[config.mk]
export PLATFORM = sky130hd
export DESIGN_NAME = cardcfg_regs
export DESIGN_NICKNAME = d
export VERILOG_FILES = /design/src/rtl/cardcfg_pkg.sv /design/src/rtl/cardcfg_decode.sv /design/src/rtl/cardcfg_regfile.sv /design/src/rtl/cardcfg_regs.sv
export SDC_FILE = /design/constraint.sdc
export NUM_CORES = 1
export LEC_CHECK = 0
export ABC_AREA = 1
export CORE_MARGIN = 2
export CORE_UTILIZATION = 40
export DETAILED_ROUTE_END_ITERATION = 8
export PLACE_DENSITY = 0.74
export SKIP_CTS_REPAIR_TIMING = 1
export SLEW_MARGIN = 10
export SYNTH_ARGS = -nofsm -noshare
export SYNTH_HDL_FRONTEND = slang
export SYNTH_HIERARCHICAL = 1
export SYNTH_SLANG_ARGS = --single-unit
[constraint.sdc]
create_clock -name clk_i -period 1.8 [get_ports clk_i]
set_clock_uncertainty 0.05 [all_clocks]
set_input_delay 0.36 -clock clk_i [delete_from_list [all_inputs] [get_ports clk_i]]
set_output_delay 0.36 -clock clk_i [all_outputs]
set_load 0.02 [all_outputs]
[src/rtl/cardcfg_pkg.sv]
package cardcfg_pkg;

    localparam int DATA_W   = 8;
    localparam int IDX_W    = 6;
    localparam int COPY_W   = 3;
    localparam int SOCK_W   = 4;

    // bit positions the host software relies on
    localparam int SRST_BIT = 7;
    localparam int IO8_BIT  = 5;
    localparam int COPY_LSB = 4;

    typedef enum logic [1:0] {
        SEL_OPTION = 2'd0,
        SEL_STATUS = 2'd1,
        SEL_PINREP = 2'd2,
        SEL_SOCKET = 2'd3
    } cfg_sel_e;

    typedef struct packed {
        logic              srst;
        logic [IDX_W-1:0]  idx;
        logic              io8;
        logic [COPY_W-1:0] copy;
        logic [SOCK_W-1:0] sock;
    } cfg_state_t;

endpackage

[src/rtl/cardcfg_decode.sv]
module cardcfg_decode #(
    parameter int                ADDR_W   = 11,
    parameter logic [ADDR_W-1:0] CFG_BASE = 11'h200
) (
    input  logic                        clk_i,
    input  logic                        rst_i,
    input  logic                        ce_n_i,
    input  logic                        reg_n_i,
    input  logic                        oe_n_i,
    input  logic                        we_n_i,
    input  logic [ADDR_W-1:0]           addr_i,
    output logic                        wr_stb_o,
    output logic                        rd_en_o,
    output cardcfg_pkg::cfg_sel_e       sel_o
);
    import cardcfg_pkg::*;

    localparam logic [ADDR_W-4:0] BASE_HI = CFG_BASE[ADDR_W-1:3];

    typedef struct packed {
        logic we_seen_high;
    } dec_state_t;

    dec_state_t st_d, st_q;
    logic       hit;
    logic       access;

    always_comb begin
        hit      = (addr_i[ADDR_W-1:3] == BASE_HI) && !addr_i[0];
        access   = !ce_n_i && !reg_n_i;
        sel_o    = cfg_sel_e'(addr_i[2:1]);
        wr_stb_o = hit && access && !we_n_i && st_q.we_seen_high;
        rd_en_o  = hit && access && !oe_n_i && we_n_i;
        st_d.we_seen_high = we_n_i;
    end

    always_ff @(posedge clk_i) begin
        if (rst_i) begin
            st_q.we_seen_high <= 1'b1;
        end else begin
            st_q <= st_d;
        end
    end

    // one write per strobe assertion
    assert_single_commit_R10: assert property (@(posedge clk_i) disable iff (rst_i)
        wr_stb_o |=> !wr_stb_o);

endmodule

[src/rtl/cardcfg_regfile.sv]
module cardcfg_regfile (
    input  logic                                 clk_i,
    input  logic                                 rst_i,
    input  logic                                 wr_stb_i,
    input  logic                                 rd_en_i,
    input  cardcfg_pkg::cfg_sel_e                sel_i,
    input  logic [cardcfg_pkg::DATA_W-1:0]       wdata_i,
    output cardcfg_pkg::cfg_state_t              state_o,
    output logic [cardcfg_pkg::DATA_W-1:0]       rdata_o
);
    import cardcfg_pkg::*;

    cfg_state_t st_d, st_q;

    always_comb begin
        st_d = st_q;
        if (wr_stb_i) begin
            case (sel_i)
                SEL_OPTION: begin
                    st_d.srst = wdata_i[SRST_BIT];
                    if (!st_q.srst) st_d.idx = wdata_i[IDX_W-1:0];
                end
                SEL_STATUS: begin
                    if (!st_q.srst) st_d.io8 = wdata_i[IO8_BIT];
                end
                SEL_SOCKET: begin
                    if (!st_q.srst) begin
                        st_d.copy = wdata_i[COPY_LSB+COPY_W-1:COPY_LSB];
                        st_d.sock = wdata_i[SOCK_W-1:0];
                    end
                end
                default: ;
            endcase
        end
        // soft reset acts like the reset pin on every field except itself
        if (st_d.srst) begin
            st_d.idx  = '0;
            st_d.io8  = 1'b0;
            st_d.copy = '0;
            st_d.sock = '0;
        end
    end

    always_ff @(posedge clk_i) begin
        if (rst_i) begin
            st_q <= '0;
        end else begin
            st_q <= st_d;
        end
    end

    always_comb begin
        rdata_o = '0;
        if (rd_en_i) begin
            case (sel_i)
                SEL_OPTION: rdata_o = {st_q.srst, 1'b0, st_q.idx};
                SEL_STATUS: rdata_o = {2'b00, st_q.io8, 5'b00000};
                SEL_SOCKET: rdata_o = {1'b0, st_q.copy, st_q.sock};
                default:    rdata_o = '0;
            endcase
        end
    end

    assign state_o = st_q;

    // the bit survives the reset it causes
    assert_srst_sticky_R4: assert property (@(posedge clk_i) disable iff (rst_i)
        (st_q.srst && !(wr_stb_i && sel_i == SEL_OPTION)) |=> st_q.srst);

    // no strobe, no change
    assert_no_stray_update_R9: assert property (@(posedge clk_i) disable iff (rst_i)
        !wr_stb_i |=> $stable(st_q));

    // writes other than to the option register are shut out during soft reset
    assert_locked_in_srst_R5: assert property (@(posedge clk_i) disable iff (rst_i)
        (st_q.srst && wr_stb_i && sel_i != SEL_OPTION) |=> $stable(st_q));

endmodule

[src/rtl/cardcfg_regs.sv]
module cardcfg_regs #(
    parameter int                ADDR_W   = 11,
    parameter logic [ADDR_W-1:0] CFG_BASE = 11'h200
) (
    input  logic              clk_i,
    input  logic              hw_rst_i,
    input  logic              ce_n_i,
    input  logic              reg_n_i,
    input  logic              oe_n_i,
    input  logic              we_n_i,
    input  logic [ADDR_W-1:0] addr_i,
    input  logic [7:0]        wdata_i,
    output logic [7:0]        rdata_o,
    output logic              card_rst_o,
    output logic              configured_o,
    output logic              drive_num_o
);
    import cardcfg_pkg::*;

    logic       wr_stb;
    logic       rd_en;
    cfg_sel_e   sel;
    cfg_state_t state;
    logic       rst_d, rst_q;

    cardcfg_decode #(
        .ADDR_W   (ADDR_W),
        .CFG_BASE (CFG_BASE)
    ) u_decode (
        .clk_i    (clk_i),
        .rst_i    (hw_rst_i),
        .ce_n_i   (ce_n_i),
        .reg_n_i  (reg_n_i),
        .oe_n_i   (oe_n_i),
        .we_n_i   (we_n_i),
        .addr_i   (addr_i),
        .wr_stb_o (wr_stb),
        .rd_en_o  (rd_en),
        .sel_o    (sel)
    );

    cardcfg_regfile u_regs (
        .clk_i    (clk_i),
        .rst_i    (hw_rst_i),
        .wr_stb_i (wr_stb),
        .rd_en_i  (rd_en),
        .sel_i    (sel),
        .wdata_i  (wdata_i),
        .state_o  (state),
        .rdata_o  (rdata_o)
    );

    always_comb begin
        rst_d = state.srst;
    end

    always_ff @(posedge clk_i) begin
        if (hw_rst_i) begin
            rst_q <= 1'b1;
        end else begin
            rst_q <= rst_d;
        end
    end

    assign card_rst_o   = rst_q;
    assign configured_o = |state.idx;
    assign drive_num_o  = state.copy[0];

    assert_hw_reset_drives_R1: assert property (@(posedge clk_i)
        hw_rst_i |=> card_rst_o);

    assert_srst_follows_R3: assert property (@(posedge clk_i) disable iff (hw_rst_i)
        state.srst |=> card_rst_o);

    assert_unconfigured_in_reset_R3: assert property (@(posedge clk_i) disable iff (hw_rst_i)
        state.srst |-> !configured_o && !drive_num_o);

    assert_release_clean_R6: assert property (@(posedge clk_i) disable iff (hw_rst_i)
        $fell(card_rst_o) |-> !configured_o && !drive_num_o);

endmodule

; Yosys cells after proc, flatten, opt, wreduce, memory -nomap -nowiden
; Cells that the tools add are included.
[op_classes]
n_eq_ne = 3
muxes = 9
n_bitwise = 1
reduce_logical = 18
[op_table]
columns = cell, count
row1 = 8-bit case mux with 3 select lines, 1
row2 = 7-bit two-way mux, 3
row3 = 15-bit two-way mux, 1
row4 = 3-bit AND reduction, 3
row5 = "8-bit by 7-bit equality test with 1-bit output, second input constant", 1
row6 = 8-bit two-way mux, 1
row7 = 1-bit logical AND, 7
row8 = 6-bit two-way mux, 1
row9 = 6-bit OR reduction, 1
row10 = 1-bit zero test, 5
row11 = "2-bit by 1-bit equality test with 1-bit output, second input constant", 1
row12 = "2-bit equality test, second input constant", 1
row13 = 2-bit zero test, 1
row14 = 1-bit two-way mux, 2
row15 = 2-bit OR reduction, 1
row16 = 1-bit inverter, 1
[totals]
register_bits = 17
output_inout_bits = 11

; Longest topological paths before layout
[depth]
word_depth = 7
depth_mapped = 12
mapped_depth_nobuf = 12

; Hierarchy
; Netlist, hierarchy kept.
[by_module_without_submodules]
columns = mod, n_inst, cells_per_inst, area_each_um2, seq_area_each_um2
row1 = cardcfg_regfile, 1, 134, 824.5, 300.3
row2 = cardcfg_decode, 1, 27, 131.4, 20.0
row3 = cardcfg_regs, 1, 6, 42.5, 20.0

; Least setup slack after synthesis
; No wires, ideal clock.
[synth_path]
path_type = input-to-output
startpoint = input addr_i[10]
endpoint = output rdata_o[6]
arrival_time_ns = 1.436
required_ns = 1.390
path_slack_ns = -0.046
cell_stages = 8
path_buffers = 1
cell_sequence = inv_1 nand2_1 nor2_1 nand3_1 nor2_1 buf_1 nand2_1 nor2_1
[synth_via]
elab_chain_len = 6
[synth_rtl]
columns = element, line
row1 = from (decl), cardcfg_regs.sv:11  ; input logic [ADDR_W-1:0] addr_i,
row2 = 8-bit by 7-bit equality test with 1-bit output, cardcfg_decode.sv:29  ; hit = (addr_i[ADDR_W-1:3] == BASE_HI) && !addr_i[0];
row3 = 1-bit logical AND, cardcfg_decode.sv:29
row4 = 1-bit logical AND (3 in a row), cardcfg_decode.sv:33  ; rd_en_o = hit && access && !oe_n_i && we_n_i;
row5 = named net rd_en, cardcfg_regs.sv:21  ; logic rd_en;
row6 = 8-bit two-way mux, cardcfg_regfile.sv:54  ; if (rd_en_i) begin
row7 = to (decl), cardcfg_regs.sv:13  ; output logic [7:0] rdata_o,
; The timed path passes the listed nets, and every way through them passes these cells.

; Final worst setup path
[layout_path]
startpoint = input addr_i[10]
endpoint = output rdata_o[3]
; The elaborated chain is that of the path after synthesis.

==> results.cfg <==
[layout]
nFillCells = 216
multi_input_area_um2 = 581.8
drive_gt1_share_pct = 32.72
insertedDiodeCount = 0
register_area_um2 = 340.3
final_cells = 247
finalInstanceArea_um2 = 1600
area_growth_pct = 60.28
final_nets = 243

[floorplanning]
dieArea_um2 = 2912
core_area_um2 = 2410
die_w_um = 53.96
dieHeight_um = 53.96
io_pins = 36
rows = 18
initial_core_util_pct = 41.43

[drt]
drt_iter0_drc = 24
routed_via_density = 4.599
wl_per_cell_um = 11.23
wl_um = 2773
ant_nets = 0
first_pass_iters = 4
drc = 0
route.vias.total = 1136

[sta]
maxSlewHeadroom_pct = 80.25
post-route-period-util_pct = 99.47
layout_min_cycle_time_ns = 1.790
setup_viol = 0
fmaxAchievable_mhz = 558.5
worst_pin_slew_ns = 0.2953
rsz0062_at_grt = yes
final-hold-violation-count = 0
finalMaxSlewViolations = 0

[global_route]
grt_max_degree = 15
top_usage_layer = met2
met2_usage_pct = 38.21
grt_pass1_wl_um = 4195
track_usage_pct = 20.13
grt-ovfl-total = 0
grt_use_met1_pct = 22.17
grt_use_met3_pct = 3.611
grt_pass1_vias = 1027
antenna_found_initial = 0

[power]
ir_drop_mv = 0.3480
leakagePower_uw = 0.0008379
powerDensity_nw_per_um2 = 442.9

[synth]
avgSynthCellArea_um2 = 5.979
synthCells = 167
netlist_area_um2 = 998.5
ys_seq_area_share_pct = 34.09
synth-seq-cells = 17
yosysWarnings = 6
ys_types = 17
syn_nets = 192

[worst_setup_path]
worst_setup_path_end_kind = output port
crit_path_max_fanout = 7
worstSetupPathType = input pin to output port
worstSetupStartpointType = input pin
reg2reg_depth = 9
cp.arrival_ns = 1.38
cp.required_ns = 1.39

[status]
status = completed

[min_path]
whs_path_depth = 2
hp-class = input pin to flip-flop

[cts]
clock_latency_ns = 0.30
htree_levels = 1
clkTransAtPathRegs_ns = 0.10
cts_tree = built
ctsRootBufferMaster = clkbuf_4
cts_made_buffers = 3
cts_sinks = 17
clockBufferDepth = 2

[place]
place_inst = 242
placed_area_um2 = 1504
io_buffers = 35
place_congestion = 0.7939
hpwl_um = 1958

[run]
maxCapViolCount = 0
## critical path, stage by stage
cell and delay (ns):
clkbuf_2 0.08, inv_1 0.05, nand2_1 0.06, nor2_1 0.11
nand3_2 0.12, nor2_4 0.15, buf_6 0.16, nand3_2 0.08
nand2_2 0.09, buf_6 0.11
## registers in the layout, summed over array words and instances, names as in the netlist
signal          count
u_decode/st_q       1
u_regs/state_o     15
card_rst_o          1
## path summary, 6_finish.rpt
kind	from	end	slack, ns
worst max register to register	u_decode/st_q	u_regs/state_o[2]	0.44
worst max-delay path	addr_i[10]	rdata_o[3]	0.01
worst min register to register	u_regs/state_o[6]	u_regs/state_o[6]	0.47
worst min-delay path	we_n_i	u_decode/st_q	0.28
## cell type report
class | count | share of cell area, %
Tap cell | 30 | 2.346
Clock buffer | 3 | 1.407
Timing Repair Buffer | 51 | 31.04
Inverter | 31 | 7.271
Sequential cell | 17 | 21.27
Clock inverter | 1 | 0.3127
Multi-Input combinational cell | 114 | 36.36
## power by group
group          switching [µW]  total (µW)  internal [µW]
clock                     133         215           82.8
sequential              0.617         379            378
combinational            48.7         114           65.6
## cell usage in the layout, fill, tap and decap left out, drive strengths merged
master	instances
clkinv	1
nand3	21
clkbuf	11
clkdlybuf4s50	11
nand2	61
dlymetal6s2s	7
nor2	29
inv	31
or2	3
dfxtp	17
buf	25
## kinds of logic (layout without fill, tap and decap cells)
kind of cell           Yosys count  in the layout  synth area share, %
AND/OR/NAND/NOR                114            114                50.50
flip-flops                      17             17                34.09
buffers and inverters           36             86                15.41
## stage by stage
| stage | setup WS [ns] | power (µW) | utilization [%] | setup TNS (ns) | hold slack (ns) |
|---|---|---|---|---|---|
| after floorplan | 0.02243 | 424.5 | - | 0 | 0.3824 |
| after global placement | -0.7317 | 500.3 | 62.41 | -10.87 | 0.4545 |
| after detailed placement | -0.7912 | 503.0 | 62.41 | -12.09 | 0.4585 |
| after CTS | -0.8005 | 718.9 | 63.55 | -7.417 | 0.4773 |
| after global routing | -0.06624 | 743.1 | 66.41 | -0.3891 | 0.2691 |
| final | 0.009501 | 708.7 | 66.41 | 0 | 0.2775 |
## cell usage after synthesis, drive strengths merged
master | count | area (µm²)
dfxtp | 17 | 340.3
inv | 31 | 116.4
nor2 | 29 | 133.9
nand2 | 61 | 241.5
or2 | 3 | 18.78
nand3 | 21 | 110.1
buf | 5 | 37.53
## per-layer routing
metal | up-vias | share of wire [%]
met1 | 504 | 38
met2 | 41 | 54
li1 | 587 | -
met5 | - | 0
met4 | 0 | 0.83
met3 | 4 | 7.1
No activity file was read; power rests on OpenSTA's default activity.
